<file path="src/rtl/pfm_pkg.sv">
package pfm_pkg;
  localparam int unsigned NUM_GAIN = 5;
  localparam int unsigned GAIN_W   = $clog2(NUM_GAIN);
  localparam int unsigned RATIO_W  = 3;

  // no-load ratio of each capacitor arrangement, ascending
  localparam int unsigned GAIN_NUM [NUM_GAIN] = '{1, 1, 1, 2, 3};
  localparam int unsigned GAIN_DEN [NUM_GAIN] = '{4, 3, 2, 3, 4};

  typedef enum logic [2:0] {
    ST_IDLE  = 3'd0,
    ST_PH1   = 3'd1,
    ST_DEAD1 = 3'd2,
    ST_PH2   = 3'd3,
    ST_DEAD2 = 3'd4
  } pumpState_e;

  typedef struct packed {
    logic gainLoad;
    logic packetDone;
  } pumpStrobe_t;
endpackage

</file>
<file path="src/rtl/pfm_seq_ctrl.sv">
module pfm_seq_ctrl
  import pfm_pkg::*;
(
  input  logic        clk,
  input  logic        rstN,
  input  logic        belowRef,
  output logic        phaseOne,
  output logic        phaseTwo,
  output pumpStrobe_t strobe
);

  pumpState_e state, stateNext;

  always_comb begin
    stateNext = state;
    unique case (state)
      ST_IDLE:  if (belowRef) stateNext = ST_PH1;
      ST_PH1:   stateNext = ST_DEAD1;
      ST_DEAD1: stateNext = ST_PH2;
      ST_PH2:   stateNext = ST_DEAD2;
      ST_DEAD2: stateNext = ST_IDLE;
      default:  stateNext = ST_IDLE;
    endcase
  end

  always_ff @(posedge clk) begin
    if (!rstN) state <= ST_IDLE;
    else       state <= stateNext;
  end

  assign phaseOne          = (state == ST_PH1);
  assign phaseTwo          = (state == ST_PH2);
  assign strobe.gainLoad   = (state == ST_IDLE);
  assign strobe.packetDone = (state == ST_DEAD2);

  AST_PHASE_EXCL: assert property (@(posedge clk) disable iff (!rstN)
    !(phaseOne && phaseTwo));
  AST_DEAD_AFTER_P1: assert property (@(posedge clk) disable iff (!rstN)
    phaseOne |=> (!phaseOne && !phaseTwo));
  AST_DEAD_AFTER_P2: assert property (@(posedge clk) disable iff (!rstN)
    phaseTwo |=> (!phaseOne && !phaseTwo));
  AST_P2_FOLLOWS_P1: assert property (@(posedge clk) disable iff (!rstN)
    phaseOne |=> ##1 phaseTwo);
  AST_IDLE_QUIET: assert property (@(posedge clk) disable iff (!rstN)
    (strobe.gainLoad && !belowRef) |=> (!phaseOne && !phaseTwo));

endmodule

</file>
<file path="src/rtl/pfm_gain_dp.sv">
module pfm_gain_dp
  import pfm_pkg::*;
#(
  parameter int unsigned DATA_W = 8,
  parameter int unsigned CNT_W  = 16
) (
  input  logic              clk,
  input  logic              rstN,
  input  pumpStrobe_t       strobe,
  input  logic [DATA_W-1:0] targetCode,
  input  logic [DATA_W-1:0] batteryCode,
  output logic [GAIN_W-1:0] gainSel,
  output logic [CNT_W-1:0]  packetCount
);

  localparam int unsigned PROD_W = DATA_W + RATIO_W;

  logic [NUM_GAIN-1:0] fits;
  logic [GAIN_W-1:0]   gainPick;

  for (genvar k = 0; k < NUM_GAIN; k++) begin : g_ratio
    logic [PROD_W-1:0] lhs, rhs;
    assign lhs = PROD_W'(targetCode)  * PROD_W'(GAIN_DEN[k]);
    assign rhs = PROD_W'(batteryCode) * PROD_W'(GAIN_NUM[k]);
    assign fits[k] = (lhs < rhs);
  end

  always_comb begin
    gainPick = GAIN_W'(NUM_GAIN - 1);
    for (int k = NUM_GAIN - 1; k >= 0; k--) begin
      if (fits[k]) gainPick = GAIN_W'(k);
    end
  end

  always_ff @(posedge clk) begin
    if (!rstN) begin
      gainSel     <= '0;
      packetCount <= '0;
    end else begin
      if (strobe.gainLoad)   gainSel     <= gainPick;
      if (strobe.packetDone) packetCount <= packetCount + 1'b1;
    end
  end

  AST_GAIN_RANGE: assert property (@(posedge clk) disable iff (!rstN)
    gainSel < GAIN_W'(NUM_GAIN));
  AST_GAIN_HOLD: assert property (@(posedge clk) disable iff (!rstN)
    !strobe.gainLoad |=> $stable(gainSel));
  AST_CNT_STEP: assert property (@(posedge clk) disable iff (!rstN)
    strobe.packetDone |=> (packetCount == $past(packetCount) + 1'b1));
  AST_CNT_HOLD: assert property (@(posedge clk) disable iff (!rstN)
    !strobe.packetDone |=> $stable(packetCount));

endmodule

</file>
<file path="src/rtl/pfm_pump_ctrl.sv">
module pfm_pump_ctrl
  import pfm_pkg::*;
#(
  parameter int unsigned DATA_W = 8,
  parameter int unsigned CNT_W  = 16
) (
  input  logic              clk,
  input  logic              rstN,
  input  logic              belowRef,
  input  logic [DATA_W-1:0] targetCode,
  input  logic [DATA_W-1:0] batteryCode,
  output logic              phaseOne,
  output logic              phaseTwo,
  output logic [GAIN_W-1:0] gainSel,
  output logic [CNT_W-1:0]  packetCount
);

  pumpStrobe_t strobe;

  pfm_seq_ctrl u_ctrl (
    .clk      (clk),
    .rstN     (rstN),
    .belowRef (belowRef),
    .phaseOne (phaseOne),
    .phaseTwo (phaseTwo),
    .strobe   (strobe)
  );

  pfm_gain_dp #(
    .DATA_W (DATA_W),
    .CNT_W  (CNT_W)
  ) u_dp (
    .clk         (clk),
    .rstN        (rstN),
    .strobe      (strobe),
    .targetCode  (targetCode),
    .batteryCode (batteryCode),
    .gainSel     (gainSel),
    .packetCount (packetCount)
  );

endmodule

</file>
<file path="config.mk">
export PLATFORM = sky130hd
export DESIGN_NAME = pfm_pump_ctrl
export DESIGN_NICKNAME = d
export VERILOG_FILES = /design/src/rtl/pfm_pkg.sv /design/src/rtl/pfm_seq_ctrl.sv /design/src/rtl/pfm_gain_dp.sv /design/src/rtl/pfm_pump_ctrl.sv
export SDC_FILE = /design/constraint.sdc
export NUM_CORES = 1
export LEC_CHECK = 0
export ABC_CLOCK_PERIOD_IN_PS = 4210
export BUFFER_PORTS_ARGS = -buffer_cell sky130_fd_sc_hd__buf_2
export CAP_MARGIN = 30
export CELL_PAD_IN_SITES_DETAIL_PLACEMENT = 1
export CELL_PAD_IN_SITES_GLOBAL_PLACEMENT = 1
export CORE_MARGIN = 2
export CORE_UTILIZATION = 30
export DETAILED_ROUTE_END_ITERATION = 8
export PLACE_DENSITY_LB_ADDON = 0.15
export SYNTH_ARGS = -nofsm -noshare
export SYNTH_HDL_FRONTEND = slang
export SYNTH_SLANG_ARGS = --single-unit
</file>
<file path="constraint.sdc">
create_clock -name clk -period 4.21 [get_ports clk]
set_input_delay 1.0525 -clock clk [delete_from_list [all_inputs] [get_ports clk]]
set_output_delay 1.0525 -clock clk [all_outputs]
set_load 0.02 [all_outputs]
</file>
# Yosys cells after proc, flatten, opt, wreduce, memory -nomap -nowiden
# Cells that the tools add are included.
# totals
ff_bits	22
latchBits	0
ram_bits	0
rom_bits	0
out_inout_bits	21
wordCells	21
mem_count	0
# op_classes
add_sub_neg	1
multipliers	1
div_mod_pow	0
n_lt_le_gt_ge	4
eq_ne	5
n_shift	0
muxes	6
bitwise	0
reduce_logical	1
# ops
op	count
less-than comparator 10 x 8 -> 1 bit	2
adder 16 x 1 -> 16 bit (second input constant)	1
two-way mux 3 bit	5
one-hot mux 3 bit (4 select lines)	1
less-than comparator 10 x 9 -> 1 bit	1
multiplier 8 x 2 -> 10 bit (second input constant)	1
less-than comparator 9 x 8 -> 1 bit	1
== test 3 x 2 -> 1 bit (second input constant)	2
== test 3 x 1 -> 1 bit (second input constant)	1
== test 3 bit (second input constant)	1
zero test 3 bit	1
inequality test 2 bit (second input constant)	1

# Longest topological paths before layout
# logic_depth
depth_word	6
ltp_mapped	15

# Hierarchy
# Synthesis repeated with hierarchy kept, for this count alone.
# unflattened
hier_cells	225
area_unflattened_um2	1980.6
# by_module_without_submodules
mod	n_inst	cells_per_inst	area_each_um2	seq_area_each_um2
pfm_gain_dp	1	212	1858.0	380.4
pfm_seq_ctrl	1	13	122.6	60.1

# Least setup slack after synthesis
# OpenSTA, ideal clock, no wires.
# synth_timing
path_type	input to register
start	input targetCode[0]
end	register u_dp.gainSel[0]
setup_time_ps	59
arrival_time_ps	3567
t_required_ps	4151
slack_ps	584
path_stages	15
path_buffers	0
path_cell_list	ha_1 > inv_1 > fa_1 > nor2b_1 > nor3_1 > o21bai_1 > a21oi_1 > xnor2_1 > ha_1 > a2111oi_0 > o21ai_0 > o22ai_1 > nand3_1 > nor3b_1 > a221o_1
# synth_via
elab_chain_len	6
# synth_lines
item	line_no	rtl
start: declaration	pfm_pump_ctrl.sv:10	input logic [DATA_W-1:0] targetCode,
multiplier 8 x 2 -> 10 bit	pfm_gain_dp.sv:23	assign lhs = PROD_W'(targetCode) * PROD_W'(GAIN_DEN[k]);
less-than comparator 10 x 9 -> 1 bit	pfm_gain_dp.sv:25	assign fits[k] = (lhs < rhs);
two-way mux 3 bit (3 in series)	pfm_gain_dp.sv:31	if (fits[k]) gainPick = GAIN_W'(k);
two-way mux 3 bit (*)	pfm_gain_dp.sv:31	
end signal: assignment	pfm_gain_dp.sv:40	if (strobe.gainLoad) gainSel <= gainPick;
end: declaration	pfm_gain_dp.sv:12	output logic [GAIN_W-1:0] gainSel,
# Every way passes the cells marked *; elsewhere a longest branch is shown, timed or not.
# A chain may end at the register's enable or synchronous reset.

# Final worst setup path
# Ends and elaborated chain as after synthesis.

==> qor.yml <==
synth_cells: 223
finalSetupViolCount: 0
syn_nets: 281
cp.arrival_ns: 4.01
dp.cells: 336
nets: 322
yosysSeqAreaShare_pct: 22.3
grt.overflow.total: 0
reg2reg_depth: 5
synth_cell_types: 45
hold_ws_ns: 0.470
synth_top_family_by_area: "adder cells"
ys_seq_elements: 22
drtAntennaViolNets: 0
place_ws_ns: 0.128
area_delta_synth_final_pct: 16.9
worstSetupStartpointType: "primary input"
antenna_found_initial: 0
power.total_mw: 0.642
gp_congestion: 0.827
avgSynthCellArea_um2: 8.85
irDropWorstVdd_mv: 0.126
grt_setup_unrepaired: "no"
synth_compound_area_share_pct: 19.1
grt_pass1_vias: 1810
synth_warnings: 0
port_buffers: 39
die_y_um: 85.1
synthAdderAreaFrac_pct: 25.1
synthSimpleGateAreaFrac_pct: 20.0
slew_viol_final: 0
cts_sinks: 22
dp_hpwl_um: 4000
synth_edf_count: 0
async_reset_ff_share_pct: 0
clkLatencyLatePin_ns: 0.27
drc_errors: 0
synth_xor_area_share_pct: 7.98
final_util_pct: 36.3
hold_path_class: "register to register"
cts_tree: "done"
holdPathStages: 2
fin_cells: 340
stdcell_area_mm2: 0.00231
vias: 1735
fmax_ghz: 0.264
worstSetupPathType: "primary input to register"
post_dp_cell_area_mm2: 0.00224
initial_utilization_pct: 31.1
status: "complete, no violations"
worst_pin_slew_ns: 0.508
path_max_fanout: 4
io_pins: 40
n_antenna_cell: 0
fp.dieArea_mm2: 0.00725
ctsResizeCount: 0
netlist_area_mm2: 0.00197
cap_violations: 0
cts_root_buf: "clkbuf_8"
die_w_um: 85.1
wl_per_cell_um: 14.3
via_per_inst: 5.10
grt_first_pass_wirelength_um: 8500
htree_levels: 1
core-area_mm2: 0.00635
cts_hold_buf: 0
maxSlewHeadroom_pct: 65.9
wirelength_um: 4880
dr.pass1.iters: 4
synth_ff_type: "dfxtp_1"
p_leak_nw: 1.11
fin_ws_ns: 0.422
drtIter0Drc: 48
cts_buffer_depth: 2
hold_viol: 0
setup_tns_ns: 0
cts_setup_buffers: 0
grt_max_degree: 19
critPathCaptureType: "register"
grt.total_usage_pct: 14.3
fin_skew_ns: 0.00328
fin_crit_sh_pct: 90.0
layout-drive-gt1-share_pct: 18.3
numCtsBuffers: 3
rows: 29
fin_crit_ns: 3.79
powerDensity_mw_per_mm2: 278
cp.required_ns: 4.43
clk_pin_slew_ns: 0.08
synth.area.mux_share_pct: 0.507
-- path summary, 6_finish.rpt --
check / slack (ns) / endpoint / from
max: 0.42 / u_dp.gainSel[0] / targetCode[0]
min: 0.47 / u_dp.gainSel[1] / u_dp.gainSel[1]
max reg2reg: 2.41 / u_dp.packetCount[15] / u_ctrl.state[0]
min reg2reg: 0.47 / u_dp.gainSel[1] / u_dp.gainSel[1]
-- power breakdown --
part           switching (mW)  internal, mW  leakage [nW]
clock                  0.0781         0.127        0.0357
sequential            0.00861         0.216         0.178
combinational           0.117        0.0948         0.899
-- cell type report --
type                    count  area (µm²)
repair buffers             40         203
fillers                   784        4040
inverters                  16        60.1
flip-flops and latches     22         440
multi-input cells         181        1440
well taps                  77        96.3
clock buffers               3        41.3
clock inverters             1        30.0
-- cells in the final DEF, fill, tap and decap left out, types with 3 or more instances in the layout --
master	n
a21o_1	3
a21oi_1	12
and2_1	15
and4_1	3
buf_2	39
clkbuf_8	3
dfxtp_1	22
ha_1	38
inv_1	16
nand2_1	9
nand3_1	6
nand4_1	3
nor2_1	11
nor2b_1	4
nor3_1	5
o21a_1	5
o21ai_0	12
o31ai_1	3
or3_1	3
xnor2_1	15
xor2_1	3
-- worst max-delay path, stage by stage --
cell and delay (ns):
buf_2 0.13, ha_1 0.20, inv_1 0.06, fa_1 0.40
nor2b_1 0.16, nor3_1 0.08, o21bai_1 0.20, a21oi_1 0.11
xnor2_1 0.20, ha_1 0.28, a2111oi_0 0.34, o21ai_0 0.15
o22ai_1 0.18, nand3_1 0.14, nor3b_1 0.21, a221o_1 0.13
-- synthesized netlist by cell type, types with 2 or more instances --
library cell  count  area share [%]
a21o_1            3             1.1
a31oi_1           2            0.63
and4_1            3             1.3
nand2_1           9             1.7
nand4_1           3            0.95
o2111ai_1         2            0.89
o21ai_0          12             3.0
nand3_1           6             1.5
dfxtp_1          22              22
nor3b_1           2            0.76
and2_1           15             4.8
nor3_1            5             1.3
o21bai_1          2            0.76
a21boi_1          2            0.76
inv_1            16             3.0
a211o_1           2            0.89
nor2b_1           4             1.3
a21oi_1          12             3.0
xor2_1            3             1.3
o21a_1            5             1.9
buf_6             3             1.7
or3_1             3            0.95
nor2_1           11             2.1
xnor2_1          15             6.7
ha_1             38              24
o31ai_1           3             1.1
a211oi_1          2            0.76
-- kinds of logic after synthesis --
family / after synthesis
and+or+nand+nor: 67
AOI/OAI and AO/OA: 56
adders and majority gates: 39
DFF: 22
buffers and inverters: 20
xor gates and xnor gates: 18
muxes: 1
-- metal layers --
layer / vias up / GRT usage, % / share of wire (%)
met3: 2 / 2.72 / 2.9
li1: 891 / - / -
met5: - / 0 / 0
met1: 814 / 19.4 / 53
met4: 0 / 1.73 / 0.39
met2: 28 / 24.4 / 44
-- flip-flops by register name, indices dropped and copies added (netlist names) --
signal	cells
u_dp.packetCount	16
u_ctrl.state	3
u_dp.gainSel	3
Power figures use the tool's default switching activity.
